===== config.mk =====
export PLATFORM = sky130hd
export DESIGN_NAME = busctl_csr
export DESIGN_NICKNAME = d
export VERILOG_FILES = /design/src/rtl/busctl_pkg.sv /design/src/rtl/busctl_errcap.sv /design/src/rtl/busctl_trigger.sv /design/src/rtl/busctl_prcfg.sv /design/src/rtl/busctl_csr.sv
export SDC_FILE = /design/constraint.sdc
export NUM_CORES = 1
export LEC_CHECK = 0
export CAP_MARGIN = 20
export CORE_ASPECT_RATIO = 0.9
export CORE_MARGIN = 2
export CORE_UTILIZATION = 39
export DETAILED_ROUTE_END_ITERATION = 7
export HOLD_SLACK_MARGIN = 0.12
export PLACE_DENSITY = 0.77
export RECOVER_POWER = 100
export SYNTH_ARGS = -nofsm -noshare
export SYNTH_HDL_FRONTEND = slang
export SYNTH_SLANG_ARGS = --single-unit

===== constraint.sdc =====
create_clock -name clk -period 1.9 [get_ports clk]
set_input_delay 0.19 -clock clk [delete_from_list [all_inputs] [get_ports clk]]
set_output_delay 0.19 -clock clk [all_outputs]
set_load 0.03 [all_outputs]

===== src/rtl/busctl_pkg.sv =====
// Package: shared widths, word indices and field positions for the
// bus controller register block. Assumes a 32-bit data word.
package busctl_pkg;
    localparam int DATA_W   = 32;
    localparam int IDX_W    = 2;
    localparam int HI_W     = 4;
    localparam int BS_W     = 3;
    localparam int LANES    = DATA_W / 8;
    localparam int FLAG_W   = 2;

    // Word indices
    localparam logic [IDX_W-1:0] IDX_ERRADDR = 2'd0;
    localparam logic [IDX_W-1:0] IDX_STATUS  = 2'd1;
    localparam logic [IDX_W-1:0] IDX_TRIG    = 2'd2;
    localparam logic [IDX_W-1:0] IDX_CFG     = 2'd3;

    // Configuration field positions
    localparam int LANE_LSB = 12;
    localparam int AMSK_BIT = 9;
    localparam int DMSK_BIT = 8;
    localparam int BS_LSB   = 4;
    localparam int HI_LSB   = 0;

    // Reset values of configuration fields
    localparam logic [BS_W-1:0] BS_RST = 3'd2;
    localparam logic [HI_W-1:0] HI_RST = 4'd4;

    // Status flag bit positions
    localparam int FLG_GEN = 0;
    localparam int FLG_PAR = 1;
endpackage


===== src/rtl/busctl_errcap.sv =====
// Module: busctl_errcap
// Stores the address of the first failed transaction and keeps the two
// status flags, which are cleared by writing ones to them.
// Assumes: at most one error event per cycle. An event in the same
// cycle as a clear that empties the flags is stored as a new first error.
module busctl_errcap
    import busctl_pkg::*;
(
    input  logic              clk,
    input  logic              rst_n,
    input  logic              clr_we,
    input  logic [FLAG_W-1:0] clr_bits,
    input  logic              ev_valid,
    input  logic              ev_parity,
    input  logic [DATA_W-1:0] ev_addr,
    output logic [DATA_W-1:0] cap_addr,
    output logic [FLAG_W-1:0] flags
);
    logic [FLAG_W-1:0] flags_q;
    logic [FLAG_W-1:0] flags_kept;
    logic [FLAG_W-1:0] ev_bits;
    logic [DATA_W-1:0] addr_q;
    logic              armed;

    // Flags that survive this cycle's clear, and the flag this event raises
    always_comb begin
        flags_kept = flags_q & ~(clr_we ? clr_bits : '0);
        ev_bits    = '0;
        ev_bits[ev_parity ? FLG_PAR : FLG_GEN] = ev_valid;
        armed      = (flags_kept == '0);
    end

    // Flag accumulation and first-error address capture
    always_ff @(posedge clk) begin
        if (!rst_n) begin
            flags_q <= '0;
            addr_q  <= '0;
        end else begin
            flags_q <= flags_kept | ev_bits;
            if (ev_valid && armed) begin
                addr_q <= ev_addr;
            end
        end
    end

    assign cap_addr = addr_q;
    assign flags    = flags_q;
endmodule


===== src/rtl/busctl_trigger.sv =====
// Module: busctl_trigger
// Turns an access to the trigger word into one-cycle launch requests:
// a read starts an interrupt-acknowledge cycle and a write starts a
// special cycle. Assumes the strobes last one cycle per access.
module busctl_trigger (
    input  logic clk,
    input  logic rst_n,
    input  logic sel,
    input  logic rd,
    input  logic wr,
    output logic intack_pulse,
    output logic special_pulse
);
    logic intack_q;
    logic special_q;

    // Register each request so it lands one cycle after the access
    always_ff @(posedge clk) begin
        if (!rst_n) begin
            intack_q  <= 1'b0;
            special_q <= 1'b0;
        end else begin
            intack_q  <= sel && rd;
            special_q <= sel && wr;
        end
    end

    assign intack_pulse  = intack_q;
    assign special_pulse = special_q;
endmodule


===== src/rtl/busctl_prcfg.sv =====
// Module: busctl_prcfg
// Holds the posted-read configuration fields and derives the burst
// count, lane enables, extended address and masked interrupts.
// Assumes: reserved bits are neither stored nor read back.
module busctl_prcfg
    import busctl_pkg::*;
(
    input  logic                 clk,
    input  logic                 rst_n,
    input  logic                 we,
    input  logic [DATA_W-1:0]    wdata,
    input  logic [DATA_W-1:0]    sbus_lo,
    input  logic                 done_evt,
    input  logic                 abort_evt,
    output logic [DATA_W-1:0]    rd_word,
    output logic [HI_W+DATA_W-1:0] ext_addr,
    output logic [BS_W:0]        burst_words,
    output logic [LANES-1:0]     lane_en_n,
    output logic                 irq_done,
    output logic                 irq_abort
);
    logic [LANES-1:0] lane_q;
    logic             amsk_q;
    logic             dmsk_q;
    logic [BS_W-1:0]  bs_q;
    logic [HI_W-1:0]  hi_q;
    logic             unused_bits;

    // Field storage, written as a whole word
    always_ff @(posedge clk) begin
        if (!rst_n) begin
            lane_q <= '0;
            amsk_q <= 1'b0;
            dmsk_q <= 1'b0;
            bs_q   <= BS_RST;
            hi_q   <= HI_RST;
        end else if (we) begin
            lane_q <= wdata[LANE_LSB +: LANES];
            amsk_q <= wdata[AMSK_BIT];
            dmsk_q <= wdata[DMSK_BIT];
            bs_q   <= wdata[BS_LSB +: BS_W];
            hi_q   <= wdata[HI_LSB +: HI_W];
        end
    end

    // Readback with reserved positions held at zero
    always_comb begin
        rd_word = '0;
        rd_word[LANE_LSB +: LANES] = lane_q;
        rd_word[AMSK_BIT]          = amsk_q;
        rd_word[DMSK_BIT]          = dmsk_q;
        rd_word[BS_LSB +: BS_W]    = bs_q;
        rd_word[HI_LSB +: HI_W]    = hi_q;
    end

    // Per-lane active-low enable: a set mask bit disables its lane
    for (genvar g = 0; g < LANES; g++) begin : g_lane
        assign lane_en_n[g] = lane_q[g];
    end

    assign burst_words = {1'b0, bs_q} + 1'b1;
    assign ext_addr    = {hi_q, sbus_lo};
    assign irq_done    = done_evt  & ~dmsk_q;
    assign irq_abort   = abort_evt & ~amsk_q;
    assign unused_bits = ^{wdata[DATA_W-1:LANE_LSB+LANES], wdata[LANE_LSB-1:AMSK_BIT+1],
                           wdata[BS_LSB+BS_W]};
endmodule


===== src/rtl/busctl_csr.sv =====
// Module: busctl_csr (top)
// Register block for the bus controller: first-error address capture,
// cycle triggers and posted-read configuration behind a 32-bit word port.
// Assumes: read data is registered and valid the cycle after reg_rd;
// index 0 is read-only and the trigger word reads as zero.
module busctl_csr
    import busctl_pkg::*;
(
    input  logic        clk,
    input  logic        rst_n,
    input  logic        reg_wr,
    input  logic        reg_rd,
    input  logic [1:0]  reg_addr,
    input  logic [31:0] reg_wdata,
    output logic [31:0] reg_rdata,
    input  logic        err_valid,
    input  logic        err_parity,
    input  logic [31:0] err_addr,
    output logic [1:0]  err_flags,
    output logic        intack_req,
    output logic        special_req,
    input  logic [31:0] sbus_addr_lo,
    output logic [35:0] ext_addr,
    output logic [3:0]  burst_words,
    output logic [3:0]  lane_en_n,
    input  logic        rd_done_evt,
    input  logic        rd_abort_evt,
    output logic        irq_rd_done,
    output logic        irq_rd_abort
);
    logic [DATA_W-1:0] cap_addr;
    logic [DATA_W-1:0] cfg_word;
    logic [DATA_W-1:0] rd_mux;
    logic [DATA_W-1:0] rdata_q;
    logic              sel_stat;
    logic              sel_trig;
    logic              sel_cfg;

    // Word decode
    always_comb begin
        sel_stat = (reg_addr == IDX_STATUS);
        sel_trig = (reg_addr == IDX_TRIG);
        sel_cfg  = (reg_addr == IDX_CFG);
    end

    busctl_errcap u_errcap (
        .clk       (clk),
        .rst_n     (rst_n),
        .clr_we    (reg_wr && sel_stat),
        .clr_bits  (reg_wdata[FLAG_W-1:0]),
        .ev_valid  (err_valid),
        .ev_parity (err_parity),
        .ev_addr   (err_addr),
        .cap_addr  (cap_addr),
        .flags     (err_flags)
    );

    busctl_trigger u_trig (
        .clk           (clk),
        .rst_n         (rst_n),
        .sel           (sel_trig),
        .rd            (reg_rd),
        .wr            (reg_wr),
        .intack_pulse  (intack_req),
        .special_pulse (special_req)
    );

    busctl_prcfg u_cfg (
        .clk         (clk),
        .rst_n       (rst_n),
        .we          (reg_wr && sel_cfg),
        .wdata       (reg_wdata),
        .sbus_lo     (sbus_addr_lo),
        .done_evt    (rd_done_evt),
        .abort_evt   (rd_abort_evt),
        .rd_word     (cfg_word),
        .ext_addr    (ext_addr),
        .burst_words (burst_words),
        .lane_en_n   (lane_en_n),
        .irq_done    (irq_rd_done),
        .irq_abort   (irq_rd_abort)
    );

    // Read-data select
    always_comb begin
        unique case (reg_addr)
            IDX_ERRADDR: rd_mux = cap_addr;
            IDX_STATUS:  rd_mux = {{(DATA_W-FLAG_W){1'b0}}, err_flags};
            IDX_CFG:     rd_mux = cfg_word;
            default:     rd_mux = '0;
        endcase
    end

    // Registered read data, loaded on each read strobe
    always_ff @(posedge clk) begin
        if (!rst_n) begin
            rdata_q <= '0;
        end else if (reg_rd) begin
            rdata_q <= rd_mux;
        end
    end

    assign reg_rdata = rdata_q;
endmodule


; Word level (Yosys, flattened, before mapping)
; Cells that the tools add are included.
[classes]
addsub = 1
mul = 0
div_mod_pow = 0
n_lt_le_gt_ge = 2
n_eq_ne = 3
shifts = 0
muxes = 5
bitwise = 8
reduce_logical = 8
[op_table]
columns = operator, n
row1 = $pmux W32 S3, 1
row2 = $ge A32 B1 Y1 const B, 1
row3 = $lt A32 B3 Y1 const B, 1
row4 = $logic_and A1 B1 Y1, 6
row5 = $add A3 B1 Y4 const B, 1
row6 = $and A2 B2 Y2, 2
row7 = $eq A2 B2 Y1 const B, 2
row8 = $logic_not A2 Y1, 2
row9 = $and A1 B1 Y1, 2
row10 = $eq A2 B1 Y1 const B, 1
row11 = $mux W1, 2
row12 = $mux W2, 1
row13 = $not A1 Y1, 2
row14 = $not A2 Y2, 1
row15 = $or A2 B2 Y2, 1
row16 = $demux W1 S1, 1
[totals]
regBits = 81
latchBits = 0
ramBits = 0
romBits = 0
inputBits = 106
output_inout_bits = 82
word_cells = 37
mem_count = 0

; Logic depth before layout (Yosys ltp)
[depth]
word_depth = 7
mapped_depth = 5
ltp_nobuf = 3

; By module
; Synthesis repeated with hierarchy kept, for this count alone.
[hier_totals]
hier_cells = 422
area_unflattened_um2 = 3905.0
[by_module_without_submodules]
columns = module, instances, cells_per_inst, area_per_inst_um2, seq_area_each_um2
row1 = busctl_csr, 1, 156, 1453.9, 640.6
row2 = busctl_errcap, 1, 152, 1391.3, 680.7
row3 = busctl_prcfg, 1, 110, 1007.2, 260.2
row4 = busctl_trigger, 1, 4, 52.6, 40.0

; Least setup slack after synthesis
; Ideal clock, no wire load.
[synth_timing]
path_type = input port to flip-flop
startpoint = input reg_addr[1]
endpoint = register u_errcap.addr_q[10] (netlist: u_errcap.cap_addr[10])
setup_time_ns = 0.072
arrival_time_ns = 1.326
required_ns = 1.828
slack_ns = 0.502
path_stages = 5
path_buffers = 2
path_cell_list = buf_6 > nand4b_2 > a221oi_4 > buf_8 > mux2i_1
[synth_between]
elab_chain_len = 7
[synth_lines]
columns = item, line_no
row1 = "start, declared", busctl_csr.sv:13  ; input logic [1:0] reg_addr,
row2 = $eq A2 B1 Y1, busctl_csr.sv:41  ; sel_stat = (reg_addr == IDX_STATUS);
row3 = $logic_and A1 B1 Y1, busctl_csr.sv:49  ; .clr_we (reg_wr && sel_stat),
row4 = $mux W2, busctl_errcap.sv:27  ; flags_kept = flags_q & ~(clr_we ? clr_bits : '0);
row5 = $not A2 Y2, busctl_errcap.sv:27
row6 = $and A2 B2 Y2, busctl_errcap.sv:27
row7 = $logic_not A2 Y1, busctl_errcap.sv:30  ; armed = (flags_kept == '0);
row8 = $logic_and A1 B1 Y1, busctl_errcap.sv:40  ; if (ev_valid && armed) begin
row9 = "end signal, assigned", busctl_errcap.sv:41  ; addr_q <= ev_addr;
row10 = "end, declared", busctl_errcap.sv:22  ; logic [DATA_W-1:0] addr_q;
; Every way passes these cells.
; A chain may end at the register's enable or synchronous reset.

; Worst setup path after layout
[layout_timing]
startpoint = register u_cfg.dmsk_q
endpoint = output irq_rd_done
[layout_between]
elab_chain_len = 2
[layout_lines]
columns = item, line_no
row1 = "start, declared", busctl_prcfg.sv:24  ; logic dmsk_q;
row2 = "start signal, assigned", busctl_prcfg.sv:40  ; dmsk_q <= wdata[DMSK_BIT];
row3 = $not A1 Y1, busctl_prcfg.sv:63  ; assign irq_done = done_evt & ~dmsk_q;
row4 = $and A1 B1 Y1, busctl_prcfg.sv:63
row5 = "end, declared", busctl_csr.sv:28  ; output logic irq_rd_done,
; Every way passes these cells.

==> impl_summary.txt <==
----------------------------------------------------
[Status]
  Result of the run ... finished, final reports clean

[Yosys]
  Cell count after synthesis ... 403
  Cell variety after synth ... 27
  Synthesized area ... between 3000 and 4000 sq um
  Syn Area/Cell ... just under 9 sq um
  Part of the Yosys area used for sequential elements ... about 46%
  Post-synth ARST share ... 0%
  Count of flip-flops with a built-in enable after synthesis ... 0
  Top post-synthesis cells by count ... 90 x sky130_fd_sc_hd__nand2_1, 81 x sky130_fd_sc_hd__dfxtp_1, 41 x sky130_fd_sc_hd__buf_4
  Number of synthesis warnings ... 0
  Synth top area share ... between 40% and 50%
  Library cell with the highest instance count after synthesis ... sky130_fd_sc_hd__nand2_1
  Leading cell types by total area after synthesis ... sky130_fd_sc_hd__dfxtp_1 46%, sky130_fd_sc_hd__mux2i_1 9.7%, sky130_fd_sc_hd__nand2_1 9.6%
  Total of flip-flops plus latches after synthesis ... a little over 80
  Cell type with the largest total area after synthesis ... sky130_fd_sc_hd__dfxtp_1
  Number of nets in the synthesized netlist ... between 500 and 600
  Prevailing post-synth register cell ... sky130_fd_sc_hd__dfxtp_1

[STA]
  Final Hold Vio Count ... 0
  Unrepaired setup endpoints after global routing ... no
  Upper clock frequency limit ... about 0.58 GHz
  Slew margin rel. ... 44.5%
  Max Slew Vio Count ... 0
  Final setup viols ... 0
  Fin worst setup slack ... around 0.17 ns
  Portion of the clock cycle consumed by the worst path in the final layout ... around 90%
  Actual transition at the worst max-transition pin ... roughly 0.83 ns
  Clock skew ... 0.00655 ns
  Clock period minus final worst setup slack ... roughly 1.7 ns

[Worst setup path]
  CP arrival ... between 1.5 and 2 ns
  Terminus of the critical flop-to-flop path ... u_errcap.cap_addr[6]
  Worst setup endpoint ... irq_rd_done
  Register-to-Register Setup Slack ... between 0.5 and 0.6 ns
  Data required time at the worst endpoint ... 1.71 ns
  Worst Setup End Kind ... output pin
  Launching element type of the critical path ... register
  Largest fanout on the critical path ... 3
  Critical path launch point ... u_cfg.dmsk_q
  Worst-case reg-to-reg path depth ... 3
  Class of the most critical setup path ... register to output pin
  Startpoint of the worst-slack reg-to-reg timing path ... u_errcap.flags[1]

[Route]
  Number of iterations in the first detailed-routing pass ... 4
  Average wire per cell in the routed design ... around 15 microns
  DRT Wirelength ... just under 9 mm
  Vias ... approximately 2,900
  Starting DRC count in detailed routing ... 150
  Via density ... between 4 and 5
  Number of nets still failing antenna checks after routing ... 0
  Total DRC errors in the routed layout ... 0

[Power]
  Power density over cell area ... 847 nW/um^2
  Maximum ir drop on the vdd rail ... approximately 0.73 mV
  Total leakage power ... between 1.5 and 2 nW

[Final layout]
  Count of non-filler cells in the finished layout ... 589
  Share of layout cells above drive strength 1 ... 6.81%
  Total number of nets in the final design ... 572
  Layout overhead on the synthesized area ... 30.1%
  Number of diodes added for antenna fixing ... 0
  Number of fill cells in the layout ... slightly above 800

[Global route]
  Global routing usage summed across all routing layers ... a little under a fifth
  Number of global-route vias before repair ... 2,879
  Antenna violations before repair ... 0
  Gr ovfl total ... 0
  First-pass GRT wire length ... between 10 and 15 mm
  Maximum number of pins on one net before global-route repair ... 46

[Clock tree]
  Clock edge transition at the registers on the reported setup and hold paths ... about 0.080 ns
  TritonCTS clock tree ... yes
  Count of clock tree sinks ... between 80 and 90
  Largest buffer count on any clock path ... 2
  CTS root buf ... sky130_fd_sc_hd__clkbuf_8
  TritonCTS Buffers ... 9
  Clock network latency to the later pin of the worst-skew pair ... 0.35 ns
  Post-CTS Hold Buffers ... 0
  Post CTS Setup Buffer Count ... 0
  Max H-tree Level ... 3

[Placement]
  Dpl cells ... between 500 and 600
  Routability Congestion ... just over 0.8
  Worst setup slack after placement ... -0.0473 ns
  Detail Placement HPWL ... approximately 6.0 mm
  Number of input and output port buffers inserted ... 104

[Die]
  Row count ... 32
  Die W ... ~100 microns
  Height of the die ... between 90 and 100 microns
  Core Region ... about 8700 sq um
  Initial Util ... 40.6%
  Die ar. ... around 10000 sq um
  I/O pin count ... 188

[Job]
  Count of maximum capacitance violations ... 0

[Hold path]
  Min-Delay Path Class ... input port to register

----------------------------------------------------
state kept, by name, indices dropped and copies added (netlist names):
signal,flops
u_cfg.dmsk_q,1
u_errcap.flags,2
u_cfg.bs_q,3
u_trig.special_pulse,1
reg_rdata,32
u_trig.intack_pulse,1
u_cfg.hi_q,4
u_errcap.cap_addr,32
u_cfg.lane_en_n,4
u_cfg.amsk_q,1
where the power goes:
group	switching, mW	internal (mW)
clock	0.609	0.907
sequential	0.0476	1.78
combinational	0.281	0.257
critical path: stages, from the launching register on:
cell                            delay [ns]
sky130_fd_sc_hd__dfxtp_1              0.34
sky130_fd_sc_hd__nor2b_1              0.11
sky130_fd_sc_hd__dlygate4sd3_1        0.74
cell usage in the layout (no fill, tap or decap):
| cell type | Yosys | layout |
|---|---|---|
| sky130_fd_sc_hd__a211oi_1 | 13 | 13 |
| sky130_fd_sc_hd__a21oi_1 | 30 | 30 |
| sky130_fd_sc_hd__a221oi_2 | 0 | 1 |
| sky130_fd_sc_hd__a22oi_1 | 12 | 12 |
| sky130_fd_sc_hd__a2bb2oi_1 | 3 | 3 |
| sky130_fd_sc_hd__and2_0 | 0 | 1 |
| sky130_fd_sc_hd__and3_1 | 2 | 2 |
| sky130_fd_sc_hd__and4b_1 | 2 | 2 |
| sky130_fd_sc_hd__buf_12 | 0 | 2 |
| sky130_fd_sc_hd__buf_2 | 2 | 2 |
| sky130_fd_sc_hd__buf_4 | 41 | 9 |
| sky130_fd_sc_hd__bufinv_16 | 0 | 3 |
| sky130_fd_sc_hd__clkbuf_1 | 16 | 4 |
| sky130_fd_sc_hd__clkbuf_2 | 0 | 2 |
| sky130_fd_sc_hd__clkbuf_8 | 0 | 10 |
| sky130_fd_sc_hd__clkdlybuf4s50_1 | 0 | 50 |
| sky130_fd_sc_hd__clkinv_2 | 0 | 1 |
| sky130_fd_sc_hd__clkinvlp_4 | 0 | 1 |
| sky130_fd_sc_hd__dfxtp_1 | 81 | 81 |
| sky130_fd_sc_hd__dlygate4sd2_1 | 0 | 1 |
| sky130_fd_sc_hd__dlygate4sd3_1 | 0 | 49 |
| sky130_fd_sc_hd__ha_1 | 1 | 1 |
| sky130_fd_sc_hd__inv_1 | 2 | 2 |
| sky130_fd_sc_hd__inv_2 | 1 | 1 |
| sky130_fd_sc_hd__mux2i_1 | 34 | 34 |
| sky130_fd_sc_hd__nand2_1 | 90 | 90 |
| sky130_fd_sc_hd__nand3_1 | 3 | 3 |
| sky130_fd_sc_hd__nand4b_1 | 1 | 2 |
| sky130_fd_sc_hd__nor2_1 | 35 | 35 |
| sky130_fd_sc_hd__nor2b_1 | 21 | 21 |
| sky130_fd_sc_hd__nor3b_1 | 0 | 1 |
| sky130_fd_sc_hd__xor2_1 | 1 | 1 |
layout make-up:
type / instances / area, sq um / area share (%)
flip-flops and latches: 81 / 1620 / 35.4
clock inverters: 5 / 103 / 2.24
repair buffers: 118 / 1140 / 24.8
clock buffers: 11 / 141 / 3.08
inverters: 3 / 11.3 / 0.246
well taps: 119 / 149 / 3.25
multi-input cells: 252 / 1420 / 31.0
per-stage QoR:
stage	util (%)	total power [mW]	hold WS, ns	setup TNS [ns]	area (sq um)
final	52.8	3.88	0.271	0	4580
after CTS	53.3	3.95	0.256	0	4630
after global routing	52.8	4.05	0.259	0	4580
after detailed placement	50.5	2.43	0.380	-0.855	4390
after floorplan	-	2.31	0.314	0	3520
after global placement	50.5	2.42	0.380	-0.0571	4390
what timing repair did:
action	4_1_cts	5_1_grt
gates cloned	0	0
resized for setup	1	2
setup endpoints to repair	1	2
cells by family (layout without fill, tap and decap cells):
logic type      Yosys count  after routing  share of synthesized area [%]
compound gates           59             59                           11.1
xor+xnor                  1              1                          0.249
fa+ha+maj                 1              1                          0.355
buf+inv                  70            137                           13.1
flops                    81             81                           46.0
mux                      34             34                           9.66
simple gates            157            157                           19.6
layer usage:
layer  track usage (%)  up-vias  wire length, microns
met2              30.9       94                  4160
met3              5.83       26                   517
met4              6.53        0                   145
met5                 0        -                     0
li1                  -     1411                     -
met1              21.9     1337                  3830
worst min path at each step:
stage | depth (start not counted) | slack, ns | startpoint | end
CTS | 3 | 0.26 | rst_n | u_cfg.hi_q[2]
detailed placement | 0 | 0.38 | sbus_addr_lo[10] | ext_addr[10]
finish | 3 | 0.27 | rst_n | u_cfg.hi_q[2]
global route | 3 | 0.26 | rst_n | u_cfg.hi_q[2]
global placement | 0 | 0.38 | sbus_addr_lo[10] | ext_addr[10]
floorplan | 2 | 0.31 | reg_wdata[5] | u_cfg.bs_q[1]
Power figures use the tool's default switching activity.
